<file path="src/rtl/dbg_regs_pkg.sv">
package dbg_regs_pkg;
  localparam int unsigned CTL_DBG_BIT   = 7;
  localparam int unsigned CTL_EN_BIT    = 6;
  localparam int unsigned CTL_LOOP_BIT  = 4;
  localparam int unsigned CTL_RST_BIT   = 0;
  localparam int unsigned STAT_IDLE_BIT = 7;
  localparam int unsigned STAT_HALT_BIT = 6;
  localparam int unsigned STAT_RDP_BIT  = 5;

  typedef enum logic {
    SEL_CTL  = 1'b0,
    SEL_STAT = 1'b1
  } reg_sel_e;

  typedef struct packed {
    logic dbg_mode;
    logic brk_en;
    logic loop_sel;
    logic rst_req;
  } ctl_state_t;
endpackage

</file>
<file path="src/rtl/dbg_ctl_bank.sv">
module dbg_ctl_bank (
  input  logic                    clk_i,
  input  logic                    rst_ni,
  input  logic                    wr_i,
  input  logic                    wr_dbg_i,
  input  logic                    wr_en_i,
  input  logic                    wr_loop_i,
  input  logic                    wr_rst_i,
  input  logic                    brk_i,
  input  logic                    rst_done_i,
  output dbg_regs_pkg::ctl_state_t state_o,
  output logic                    hold_o,
  output logic                    brk_act_o
);
  import dbg_regs_pkg::*;

  ctl_state_t st_q, st_d;
  logic hold_q, hold_d;
  logic brk_act, enter_dbg, enter_loop, hold_rel;

  // breakpoint decisions use the register state before this edge
  assign brk_act    = brk_i && st_q.brk_en;
  assign enter_dbg  = brk_act && !st_q.loop_sel;
  assign enter_loop = brk_act && st_q.loop_sel;
  assign hold_rel   = wr_i && (wr_dbg_i || !wr_loop_i);

  always_comb begin
    st_d = st_q;
    if (wr_i) begin
      st_d.dbg_mode = wr_dbg_i;
      st_d.brk_en   = wr_en_i;
      st_d.loop_sel = wr_loop_i;
    end
    if (enter_dbg) st_d.dbg_mode = 1'b1;
    if (rst_done_i) st_d.rst_req = 1'b0;
    if (wr_i && wr_rst_i) st_d.rst_req = 1'b1;

    hold_d = hold_q;
    if (hold_rel)   hold_d = 1'b0;
    if (enter_loop) hold_d = 1'b1;
  end

  always_ff @(posedge clk_i or negedge rst_ni) begin
    if (!rst_ni) begin
      st_q   <= '0;
      hold_q <= 1'b0;
    end else begin
      st_q   <= st_d;
      hold_q <= hold_d;
    end
  end

  assign state_o   = st_q;
  assign hold_o    = hold_q;
  assign brk_act_o = brk_act;
endmodule

</file>
<file path="src/rtl/dbg_idle_track.sv">
module dbg_idle_track (
  input  logic clk_i,
  input  logic rst_ni,
  input  logic ctl_wr_i,
  input  logic brk_act_i,
  input  logic dbg_mode_i,
  output logic idle_o
);
  logic seen_q;

  // set beats clear when both land in one cycle
  always_ff @(posedge clk_i or negedge rst_ni) begin
    if (!rst_ni)        seen_q <= 1'b0;
    else if (brk_act_i) seen_q <= 1'b1;
    else if (ctl_wr_i)  seen_q <= 1'b0;
  end

  assign idle_o = seen_q || dbg_mode_i;
endmodule

</file>
<file path="src/rtl/dbg_rd_mux.sv">
module dbg_rd_mux #(
  parameter int unsigned DATA_W = 8
) (
  input  logic                     sel_i,
  input  dbg_regs_pkg::ctl_state_t ctl_i,
  input  logic                     idle_i,
  input  logic                     halt_i,
  input  logic                     rdp_i,
  output logic [DATA_W-1:0]        rdata_o
);
  import dbg_regs_pkg::*;

  logic [DATA_W-1:0] ctl_word, stat_word;

  for (genvar b = 0; b < DATA_W; b++) begin : g_bit
    if (b == CTL_DBG_BIT)       begin : g_c7 assign ctl_word[b] = ctl_i.dbg_mode; end
    else if (b == CTL_EN_BIT)   begin : g_c6 assign ctl_word[b] = ctl_i.brk_en;   end
    else if (b == CTL_LOOP_BIT) begin : g_c4 assign ctl_word[b] = ctl_i.loop_sel; end
    else if (b == CTL_RST_BIT)  begin : g_c0 assign ctl_word[b] = ctl_i.rst_req;  end
    else                        begin : g_cz assign ctl_word[b] = 1'b0;           end

    if (b == STAT_IDLE_BIT)      begin : g_s7 assign stat_word[b] = idle_i; end
    else if (b == STAT_HALT_BIT) begin : g_s6 assign stat_word[b] = halt_i; end
    else if (b == STAT_RDP_BIT)  begin : g_s5 assign stat_word[b] = rdp_i;  end
    else                         begin : g_sz assign stat_word[b] = 1'b0;   end
  end

  assign rdata_o = (sel_i == SEL_STAT) ? stat_word : ctl_word;
endmodule

</file>
<file path="src/rtl/dbg_ctl_regs.sv">
module dbg_ctl_regs #(
  parameter int unsigned DATA_W = 8
) (
  input  logic              clk_i,
  input  logic              rst_ni,
  input  logic              reg_we_i,
  input  logic              reg_addr_i,
  input  logic [DATA_W-1:0] reg_wdata_i,
  output logic [DATA_W-1:0] reg_rdata_o,
  input  logic              brk_decode_i,
  input  logic              halt_mode_i,
  input  logic              rd_protect_i,
  input  logic              sys_rst_done_i,
  output logic              dbg_mode_o,
  output logic              brk_loop_o,
  output logic              sys_rst_req_o
);
  import dbg_regs_pkg::*;

  ctl_state_t ctl_st;
  logic ctl_wr, brk_act, idle, brk_en, loop_sel;

  assign ctl_wr = reg_we_i && (reg_addr_i == SEL_CTL);

  dbg_ctl_bank u_bank (
    .clk_i      (clk_i),
    .rst_ni     (rst_ni),
    .wr_i       (ctl_wr),
    .wr_dbg_i   (reg_wdata_i[CTL_DBG_BIT]),
    .wr_en_i    (reg_wdata_i[CTL_EN_BIT]),
    .wr_loop_i  (reg_wdata_i[CTL_LOOP_BIT]),
    .wr_rst_i   (reg_wdata_i[CTL_RST_BIT]),
    .brk_i      (brk_decode_i),
    .rst_done_i (sys_rst_done_i),
    .state_o    (ctl_st),
    .hold_o     (brk_loop_o),
    .brk_act_o  (brk_act)
  );

  dbg_idle_track u_idle (
    .clk_i      (clk_i),
    .rst_ni     (rst_ni),
    .ctl_wr_i   (ctl_wr),
    .brk_act_i  (brk_act),
    .dbg_mode_i (ctl_st.dbg_mode),
    .idle_o     (idle)
  );

  dbg_rd_mux #(.DATA_W(DATA_W)) u_rd (
    .sel_i   (reg_addr_i),
    .ctl_i   (ctl_st),
    .idle_i  (idle),
    .halt_i  (halt_mode_i),
    .rdp_i   (rd_protect_i),
    .rdata_o (reg_rdata_o)
  );

  assign dbg_mode_o    = ctl_st.dbg_mode;
  assign sys_rst_req_o = ctl_st.rst_req;
  assign brk_en        = ctl_st.brk_en;
  assign loop_sel      = ctl_st.loop_sel;
endmodule

</file>
<file path="config.mk">
export PLATFORM = sky130hd
export DESIGN_NAME = dbg_ctl_regs
export DESIGN_NICKNAME = d
export VERILOG_FILES = /design/src/rtl/dbg_regs_pkg.sv /design/src/rtl/dbg_ctl_bank.sv /design/src/rtl/dbg_idle_track.sv /design/src/rtl/dbg_rd_mux.sv /design/src/rtl/dbg_ctl_regs.sv
export SDC_FILE = /design/constraint.sdc
export NUM_CORES = 1
export LEC_CHECK = 0
export ABC_AREA = 0
export BUFFER_PORTS_ARGS = -buffer_cell sky130_fd_sc_hd__buf_2
export CAP_MARGIN = 10
export CORE_AREA = 2 2 39 41
export DETAILED_ROUTE_END_ITERATION = 8
export DIE_AREA = 0 0 41 43
export PLACE_DENSITY = 0.57
export SYNTH_ARGS = -nofsm -noshare
export SYNTH_HDL_FRONTEND = slang
export SYNTH_SLANG_ARGS = --single-unit
</file>
<file path="constraint.sdc">
create_clock -name clk_i -period 1.31 [get_ports clk_i]
set_clock_uncertainty 0.1 [all_clocks]
set_input_delay 0.262 -clock clk_i [delete_from_list [all_inputs] [get_ports clk_i]]
set_output_delay 0.262 -clock clk_i [all_outputs]
set_load 0.02 [all_outputs]
</file>
; ---- Word-level counts from Yosys, hierarchy flattened
; Cells that the tools add are included.
; W data, S select, Z words.
[classes]
reduce_logical = 14
bitwise = 1
muxes = 9
[op_table]
columns = cell, n
row1 = $mux W8, 1
row2 = $reduce_bool A2 Y1, 4
row3 = $mux W1, 7
row4 = $logic_and A1 B1 Y1, 6
row5 = $mux W3, 1
row6 = $logic_not A1 Y1, 2
row7 = $logic_or A1 B1 Y1, 2
row8 = $not A1 Y1, 1
[word_totals]
input_bits = 16
output_inout_bits = 11
elab_cells = 30
reg_bits = 6

; ---- Depth between registers and ports, before layout
; Gate-level depths: netlist of run 1.
[depth]
depth_word = 5
depth_mapped = 4
depth_no_buf = 3

; ---- Modules after synthesis
; From an unflattened synthesis of run 1, not the netlist that was laid out.
[unflattened]
hier_cells = 31
hier_area_um2 = 331.6
[by_module_without_submodules]
columns = mod, cells_per_inst, area_per_inst_um2, seq_area_each_um2, instances
row1 = dbg_ctl_bank, 17, 200.2, 125.1, 1
row2 = dbg_rd_mux, 9, 73.8, 0.0, 1
row3 = dbg_idle_track, 4, 43.8, 25.0, 1
row4 = dbg_ctl_regs, 1, 13.8, 0.0, 1

; ---- Least setup slack after synthesis of run 1
; OpenSTA, ideal clock, no wires.
[synth_path]
kind = register to output
from = reg u_bank.st_q, in the netlist u_bank.state_o[0]
to = out reg_rdata_o[0]
path_buffers = 0
arrival_ns = 0.789
stages_incl_launch_ff = 3
required_ns = 0.948
path_slack_ns = 0.159
path_cell_list = dfrtp_1 inv_1 nor2_1
[synth_via]
elab_chain_len = 1
[synth_rtl]
columns = item, line_no
row1 = "start, declared", dbg_ctl_bank.sv:17  ; ctl_state_t st_q, st_d;
row2 = "start signal, assigned", dbg_ctl_bank.sv:48  ; st_q <= st_d;
row3 = $mux W8, dbg_rd_mux.sv:28  ; assign rdata_o = (sel_i == SEL_STAT) ? stat_word : ctl_word;
row4 = "end, declared", dbg_ctl_regs.sv:9  ; output logic [DATA_W-1:0] reg_rdata_o,
; Every way passes these cells.

; ---- Worst setup path in the final report of run 1
[layout_path]
from = reg u_bank.st_q, in the netlist u_bank.state_o[2]
to = out reg_rdata_o[6]
; Same word-level chain as after synthesis.

==> summary.txt, run 1 <==
Yosys
  • Post-Syn Instances: 30
  • EDFF count, synth: 0
  • Yosys cell types: 18
  • Ys flop type: dfrtp_1
  • Yosys reg bits: 6
  • Asr flop ratio synth: 1.00
  • Top post-synthesis cells by count: dfrtp_1, buf_4, inv_1
  • Post-synthesis sequential area ratio: 0.460
  • Cell accounting for the most synthesized area: dfrtp_1
  • Yosys Warn Count: 0
  • Proportion of netlist area held by the largest area contributor: 0.460
  • Top cells by area, synth: dfrtp_1, mux2_4, buf_4
  • Syn Area/Cell: 10.9 µm²
  • Synth Cell Area: 327 µm²
  • Top-count cell post-synth: dfrtp_1

STA
  • Post-layout min period: 1.37 ns
  • Final Setup Violations: 1
  • Max Freq: 0.729 GHz
  • RSZ-0062 raised after global routing: yes
  • Hold Vio Cnt, Final: 0
  • Final period utilization: 1.05
  • Max-slew violation count: 0
  • Final setup margin: -0.0611 ns

Clock tree
  • Clock root cell: clkbuf_4
  • H-Tree Depth: 1
  • Clock sinks: 6
  • CTS clk-pin slew, worst paths: 0.04 ns
  • CTS tree: built
  • Clk_lat worst skew: 0.24 ns
  • Cts bufs inserted: 3
  • Clk buf depth: 2

Worst setup path
  • CP max FO: 2
  • CP Data Required Time: 0.95 ns
  • Crit. End Element: output port
  • Reg2Reg Launch Point: u_bank.state_o[1]
  • Crit Path Category: flop to output port
  • Worst EP arrival: 1.01 ns
  • CP max stage delay: 0.37 ns
  • R2r endpoint: u_bank.state_o[1]
  • Cell Chain, Critical Path: mux2_2 > buf_6
  • Startpoint Class: flop
  • FF-to-FF setup slack: 0.33 ns
  • FF-to-FF path depth: 2
  • Slowest CP cell: dfrtp_1

Global routing
  • GRT Total Usage: 0.100
  • First-pass GRT wire length: 1080 µm
  • Vias in the first global route: 270
  • Largest net degree at the start of global routing: 7
  • Total grt overflow: 0
  • Initial antenna violation count: 0

Pwr
  • Leakage power: 0.271 nW
  • Sw power: 0.189 mW
  • P per Cell Area: 1240 mW/mm²
  • Clock Power Share: 0.272
  • Sequential Power Share: 0.374
  • Worst vdd ir: 0.490 mV
  • Net Sw Frac: 0.303
  • Internal power: 0.436 mW
  • Logic pwr share: 0.354

Place
  • Gp weighted congestion: 0.751
  • Place WS: 0.0643 ns
  • Post-DP Area: 423 µm²
  • PortBufs: 19

Drt
  • DRC: 0
  • Met1 WL: 283 µm
  • DR top layer: met4
  • Wire length per cell: 9.79 µm
  • WL met2: 339 µm
  • ANT nets after route: 0
  • Detailed Route WL: 705 µm
  • Via density: 3.96
  • Met3 WL post-DR: 65 µm
  • Vias post-DR: 285
  • 1st-pass router iterations: 2
  • First-iteration detailed-routing DRC count: 3

Run status
  • Failing checks: negative setup slack
  • Outcome: finished with violations

Worst hold path
  • Hold Crit Depth: 2
  • WHS Endpoint: u_bank.state_o[0]
  • Min-Delay Path Class: input pin to flop
  • Hold_sp: sys_rst_done_i

Die
  • Ports: 27
  • Die ar.: 0.00176 mm²
  • Core Area: 0.00138 mm²
  • Vert. Die Dim: 43 µm
  • Initial Utilization: 0.236
  • Die width: 41 µm
  • # rows: 14

Finish
  • Antenna Cells: 0
  • Layout cell share with drive strength beyond 1: 0.607
  • Nets: 74
  • FILL cells: 156
  • Synth-to-layout area growth: 54.4%
  • Post-route design area: 504 µm²

Run
  • Max_cap viols: 0
placed cells by master (no fill, tap or decap), drive strengths merged:
cell and instances:
buf 24, dfrtp 6, o21ai 4, inv 3
conb 3, clkbuf 3, mux2 3, nand2 2
a21o 1, nor2b 1, mux2i 1, a32o 1
nor2 1, and2b 1, and2 1, dlygate4sd3 1
state kept, by name, indices dropped and copies added, names as in the netlist:
| register | count |
|---|---|
| u_bank.state_o | 4 |
| u_bank.hold_o | 1 |
| u_idle.seen_q | 1 |
final cells by class:
class                           count  area, µm²  area share
Timing Repair Buffer               25        161       0.320
Sequential cell                     6        150       0.298
Multi-Input combinational cell     19        139       0.275
Clock buffer                        3       22.5      0.0447
Tap cell                           16       20.0      0.0397
Inverter                            3       11.3      0.0223
worst max-delay path: cells and delay by family (launching register included):
kind,cells,cell delay (ns)
buffers and inverters,1,0.13
flip-flops,1,0.37
multiplexers,1,0.27
per-stage QoR:
| step | cells | setup TNS [ns] | power [mW] | hold slack [ns] | util |
|---|---|---|---|---|---|
| floorplan | 32 | 0 | 0.353 | -0.134 | - |
| global route | 72 | -0.140 | 0.664 | 0.127 | 0.364 |
| global placement | 64 | 0 | 0.407 | -0.00616 | 0.306 |
| finish | 72 | -0.0611 | 0.625 | 0.104 | 0.364 |
| detailed placement | 64 | 0 | 0.410 | -0.0101 | 0.306 |
| CTS | 70 | -0.0889 | 0.617 | 0.106 | 0.354 |
power by group through the flow:
stage	clock (mW)	combinational, mW	sequential [mW]
6_report	0.170	0.221	0.234
5_1_grt	0.186	0.241	0.237
4_1_cts	0.175	0.207	0.235
3_5_place_dp	0	0.167	0.244
3_3_place_gp	0	0.164	0.243
2_1_floorplan	0	0.0946	0.259
kinds of logic (layout without fill, tap and decap cells):
family	after synthesis	in the layout	synth area share
compound gates	6	6	0.130
buf+inv	7	31	0.138
flops	6	6	0.460
mux	4	4	0.157
other cells	1	3	0.0115
simple gates	6	6	0.103
per-layer routing:
| metal | global-route usage | vias up |
|---|---|---|
| met5 | 0 | - |
| met4 | 0.0600 | 0 |
| met3 | 0.0628 | 2 |
| met2 | 0.131 | 14 |
| met1 | 0.118 | 125 |
| li1 | - | 144 |
repair_timing:
action,CTS,global route
gates resized for setup,6,0
gates cloned,0,0
pin swaps,0,1
hold buffers,1,0
setup endpoints to repair,3,3
endpoints found under the hold margin,6,0
setup buffers,2,2
how the worst max path moves through the flow:
stage | startpoint | to | depth (start not counted)
detailed placement | reg_addr_i | reg_rdata_o[6] | 3
CTS | u_bank.state_o[2] | reg_rdata_o[6] | 2
global placement | reg_addr_i | reg_rdata_o[6] | 3
global route | u_bank.state_o[2] | reg_rdata_o[6] | 2
finish | u_bank.state_o[2] | reg_rdata_o[6] | 2
floorplan | u_bank.state_o[0] | reg_rdata_o[0] | 2
Power figures use the tool's default switching activity.
==> inputs of run 2 (changes only) <==
CORE_AREA = 4 4 41 43   (was 2 2 39 41)
DIE_AREA = 0 0 45 47   (was 0 0 41 43)
==> run 2 against run 1 <==
Net effect:
- the flow still finishes with violations (negative setup slack)
- worst setup slack worse by 0.025 ns
- non-clock buffer count is 2 higher
- wire length is 7.0% higher
- global-route usage is 1.6 points lower
- die area is 20% higher
- sequential power hardly changed
- register-to-register slack worse by 0.13 ns
- via count is 4.6% higher
- count of clock-buffer cells in the layout stayed put
- sequential share of layout area is 0.79 points lower
- sequential cell count stayed put
- fmax is 1.8% lower
- largest cell class unchanged
- highest routed layer is now met3
==> summary.txt, run 2 (synthesis gave the netlist of run 1 again) <==
Run status
  • Outcome: finished with violations
  • Failing checks: negative setup slack

Pwr
  • P per Cell Area: 1230 mW/mm²
  • Sequential Power Share: 0.366
  • Sw power: 0.191 mW
  • Clock Power Share: 0.265
  • PnR Total Power: 0.637 mW
  • Net Sw Frac: 0.300
  • Leakage power: 0.281 nW
  • Internal power: 0.446 mW
  • Worst vdd ir: 0.726 mV
  • Logic pwr share: 0.369

Global routing
  • First-pass GRT wire length: 1200 µm
  • Vias in the first global route: 272
  • GRT Total Usage: 0.0835
  • Initial antenna violation count: 0
  • Largest net degree at the start of global routing: 7
  • Total grt overflow: 0

STA
  • Post-layout min period: 1.40 ns
  • RSZ-0062 raised after global routing: yes
  • Min Hold Slack: 0.119 ns
  • Final Setup Violations: 2
  • Final period utilization: 1.07
  • Max-slew violation count: 0
  • TNS Setup: -0.0880 ns
  • Final setup margin: -0.0862 ns
  • Hold Vio Cnt, Final: 0
  • Max Freq: 0.716 GHz

Finish
  • Antenna Cells: 0
  • Fin util: 0.398
  • Fin cells: 73
  • Nets: 76
  • Layout cell share with drive strength beyond 1: 0.621
  • Commonest non-fill, non-tap cell in the layout: buf_2
  • FILL cells: 134
  • Most frequent cells in the layout: buf_2, buf_4, dfrtp_1
  • Post-route design area: 518 µm²
  • Max reg flops: 4
  • Synth-to-layout area growth: 58.6%

Worst setup path
  • CP max stage delay: 0.38 ns
  • CP Data Required Time: 0.95 ns
  • Worst EP arrival: 1.03 ns
  • Crit. End Element: output port
  • Slowest CP cell: dfrtp_1
  • Crit Path Category: flop to output port
  • CP max FO: 2
  • Startpoint Class: flop
  • Cell Chain, Critical Path: mux2_2 > buf_6

Die
  • Initial Utilization: 0.251
  • Die ar.: 0.00212 mm²
  • Core Area: 0.00130 mm²
  • Ports: 27
  • # rows: 13
  • Vert. Die Dim: 47 µm
  • Die width: 45 µm

Run
  • Max_cap viols: 0

Clock tree
  • CTS clk-pin slew, worst paths: 0.05 ns
  • Clk buf depth: 2
  • CTS tree: built
  • Clock sinks: 6
  • Cts bufs inserted: 3
  • Clock root cell: clkbuf_4
  • H-Tree Depth: 1
  • Clk_lat worst skew: 0.24 ns

Drt
  • ANT nets after route: 0
  • DRC: 0
  • First-iteration detailed-routing DRC count: 2
  • Via density: 4.08
  • Detailed Route WL: 754 µm
  • Vias post-DR: 298
  • Wire length per cell: 10.3 µm
  • 1st-pass router iterations: 2

Place
  • Post-detail-place hpwl: 549 µm
  • Post-DP Area: 422 µm²
  • PortBufs: 19
  • Placed cell count: 63
  • Place WS: 0.0583 ns
  • Gp weighted congestion: 0.635

Worst hold path
  • Min-Delay Path Class: input pin to flop
[run 2: cell types whose count changed in the layout (fill, tap and decap cells not counted)]
cell	before	now
buf_4	5	7
[run 2: cell type report]
cell class	count	area (µm²)	share of cell area
multi-input combinational	19	139	0.268
timing repair buffer	27	176	0.341
inverter	3	11.3	0.0217
clock buffer	3	22.5	0.0435
tap	15	18.8	0.0362
sequential	6	150	0.290
[run 2: path summary, 6_finish.rpt]
| path | start | end | slack (ns) | depth (start not counted) |
|---|---|---|---|---|
| setup / recovery | u_bank.state_o[2] | reg_rdata_o[6] | -0.09 | 2 |
| hold / removal | sys_rst_done_i | u_bank.state_o[0] | 0.12 | 2 |
| setup reg to reg | u_bank.state_o[2] | u_bank.state_o[2] | 0.20 | 3 |
| hold reg to reg | u_bank.hold_o | u_bank.hold_o | 0.39 | 1 |
| max in group asynchronous | rst_ni | u_bank.state_o[3] | 0.69 | 2 |
| min in group asynchronous | rst_ni | u_bank.state_o[2] | 0.27 | 2 |
[run 2: power groups by stage]
stage               sequential, mW  combinational [mW]  clock (mW)
floorplan                    0.259              0.0946           0
global placement             0.242               0.165           0
detailed placement           0.242               0.167           0
CTS                          0.233               0.207       0.176
global route                 0.237               0.256       0.195
finish                       0.234               0.235       0.169
[run 2: layer usage]
layer,part of all wire,vias to the layer above,GRT usage
met5,0,-,0
met4,0,0,0.0351
met3,0.12,0,0.0575
met2,0.47,17,0.119
met1,0.42,133,0.0974
li1,-,148,-
[run 2: worst max-delay path: cells and delay by family, from the launching register on]
kind,cells,cell delay (ns)
buf+inv,1,0.13
flops,1,0.38
mux,1,0.28
[run 2: repair_timing]
item,CTS,global route
hold buffers,1,0
pin swaps,0,0
setup endpoints to repair,3,3
buffers inserted,2,4
endpoints found under the hold margin,6,0
resized for setup,6,0
gates cloned,0,0
==> inputs of run 3 (changes only) <==
SYNTH_HIERARCHICAL = 1   (was default)
clock period = 1.8 ns   (was 1.31 ns; I/O delays follow)
==> run 3 against run 2 <==
Net effect:
- the flow now finishes without violations
- die area did not move
- sequential cell count did not move
- count of clock-buffer cells in the layout did not move
==> summary.txt, run 3 <==
Pwr
  • Sw power: 0.129 mW
  • Leakage power: 0.252 nW
  • PnR Total Power: 0.418 mW
  • Net Sw Frac: 0.309
  • Clock Power Share: 0.292
  • Worst vdd ir: 0.376 mV
  • Logic pwr share: 0.292
  • P per Cell Area: 903 mW/mm²
  • Internal power: 0.289 mW
  • Sequential Power Share: 0.416

Yosys
  • Proportion of netlist area held by the largest area contributor: 0.453
  • Syn Area/Cell: 10.7 µm²
  • Yosys reg bits: 6
  • Synth Area in Compound Gates: 0.0981
  • Top cells by area, synth: dfrtp_1, mux2_2, buf_4
  • Synth Cell Area: 332 µm²
  • Post-Syn Instances: 31
  • Ys flop type: dfrtp_1
  • Cell accounting for the most synthesized area: dfrtp_1
  • Post-Synth Simple-Gate Area: 0.158
  • Proportion of synthesized area in mux cells: 0.166
  • Post-synthesis sequential area ratio: 0.453
  • Largest family of logic cells by synthesized area: multiplexers
  • Post-synthesis adder-cell area fraction: 0
  • Yosys Warn Count: 6
  • Top-count cell post-synth: dfrtp_1
  • Post-Synth XOR/XNOR Area: 0
  • EDFF count, synth: 0
  • Top post-synthesis cells by count: dfrtp_1, inv_1, mux2_2
  • Asr flop ratio synth: 1.00
  • Yosys cell types: 15

Worst setup path
  • CP max FO: 4
  • Startpoint Class: flop
  • Crit. End Element: output port
  • Worst EP arrival: 1.25 ns
  • Crit Path Category: flop to output port
  • CP Data Required Time: 1.34 ns

Clock tree
  • Clock sinks: 6
  • Number of setup buffers added after CTS: 0
  • H-Tree Depth: 1
  • Cts bufs inserted: 3
  • Clock root cell: clkbuf_4
  • CTS tree: built
  • Clk_lat worst skew: 0.24 ns
  • CTS clk-pin slew, worst paths: 0.04 ns
  • Clk buf depth: 2

Place
  • PortBufs: 19
  • Place WS: 0.310 ns
  • Gp weighted congestion: 0.638
  • Post-detail-place hpwl: 547 µm
  • Post-DP Area: 430 µm²

Global routing
  • First-pass GRT wire length: 1140 µm
  • GRT Total Usage: 0.0835
  • Initial antenna violation count: 0
  • Vias in the first global route: 265
  • Largest net degree at the start of global routing: 7
  • Total grt overflow: 0

Drt
  • Wire length per cell: 9.96 µm
  • Detailed Route WL: 677 µm
  • ANT nets after route: 0
  • 1st-pass router iterations: 2
  • First-iteration detailed-routing DRC count: 1
  • Via density: 4.01
  • DRC: 0
  • Vias post-DR: 273

Die
  • # rows: 13
  • Die ar.: 0.00212 mm²
  • Vert. Die Dim: 47 µm
  • Initial Utilization: 0.255
  • Core Area: 0.00130 mm²
  • Ports: 27
  • Die width: 45 µm

STA
  • Final Setup Violations: 0
  • Max-slew violation count: 0
  • Final setup margin: 0.0895 ns
  • RSZ-0062 raised after global routing: no
  • Final period utilization: 0.950
  • TNS Setup: 0 ns
  • Post-layout min period: 1.71 ns
  • Max Freq: 0.585 GHz
  • Hold Vio Cnt, Final: 0

Finish
  • Fin util: 0.356
  • Commonest non-fill, non-tap cell in the layout: buf_2
  • Antenna Cells: 0
  • Nets: 71
  • Synth-to-layout area growth: 39.6%
  • Most frequent cells in the layout: buf_2, dfrtp_1, inv_1, mux2_2
  • Layout cell share with drive strength beyond 1: 0.585
  • Max reg flops: 4
  • Post-route design area: 463 µm²

Run status
  • Outcome: complete, no violations

Worst hold path
  • Min-Delay Path Class: input pin to flop

Run
  • Max_cap viols: 0
## run 3: logic make-up (layout without fill, tap and decap cells)
family                 after synthesis  after routing
and+or+nand+nor                      7              7
buffers and inverters                7             27
DFF                                  6              6
AOI/OAI and AO/OA                    5              5
muxes                                5              5
other                                1              3
## run 3: final timing paths
kind	startpoint	depth (start not counted)	slack, ns	end
max	u_bank/state_o[3]	3	0.09	reg_rdata_o[7]
min	sys_rst_done_i	2	0.21	u_bank/state_o[0]
max reg2reg	u_bank/state_o[2]	3	0.86	u_bank/hold_o
min reg2reg	u_idle/seen_q	1	0.38	u_idle/seen_q
max in group asynchronous	rst_ni	2	1.08	u_bank/state_o[0]
min in group asynchronous	rst_ni	2	0.37	u_bank/state_o[1]
## run 3: through the flow
step / hold slack, ns / std cells
finish: 0.207 / 68
global route: 0.241 / 68
CTS: 0.200 / 68
detailed placement: 0.0927 / 64
global placement: 0.0935 / 64
floorplan: -0.0356 / 33
## run 3: layout make-up
type | instances | area [µm²]
repair buffers | 20 | 105
flip-flops and latches | 6 | 150
fillers | 143 | 838
multi-input cells | 20 | 151
clock buffers | 3 | 22.5
well taps | 15 | 18.8
inverters | 4 | 15.0
## run 3: power groups by stage
stage	clock network (mW)	registers, mW	logic [mW]
after floorplan	0	0.187	0.0682
after global placement	0	0.176	0.121
after detailed placement	0	0.176	0.122
after CTS	0.128	0.174	0.124
after global routing	0.133	0.180	0.135
final	0.122	0.174	0.122
## run 3: layer usage
metal  track usage  vias to the layer above  share of wire
li1              -                      137              -
met3        0.0115                        4           0.10
met2         0.105                       18           0.36
met4         0.105                        0          0.037
met1         0.109                      114           0.49
met5             0                        -              0
## run 3: critical path, stage by stage, from the launching register on
cell     delay [ns]
dfrtp_1        0.39
or2_1          0.20
mux2_2         0.26
buf_2          0.16
## run 3: timing repair
action | 4_1_cts | 5_1_grt
hold endpoints to repair | 6 | 0
endpoints found under the setup margin | 0 | 0
resized for setup | 0 | 0
hold buffers | 1 | 0
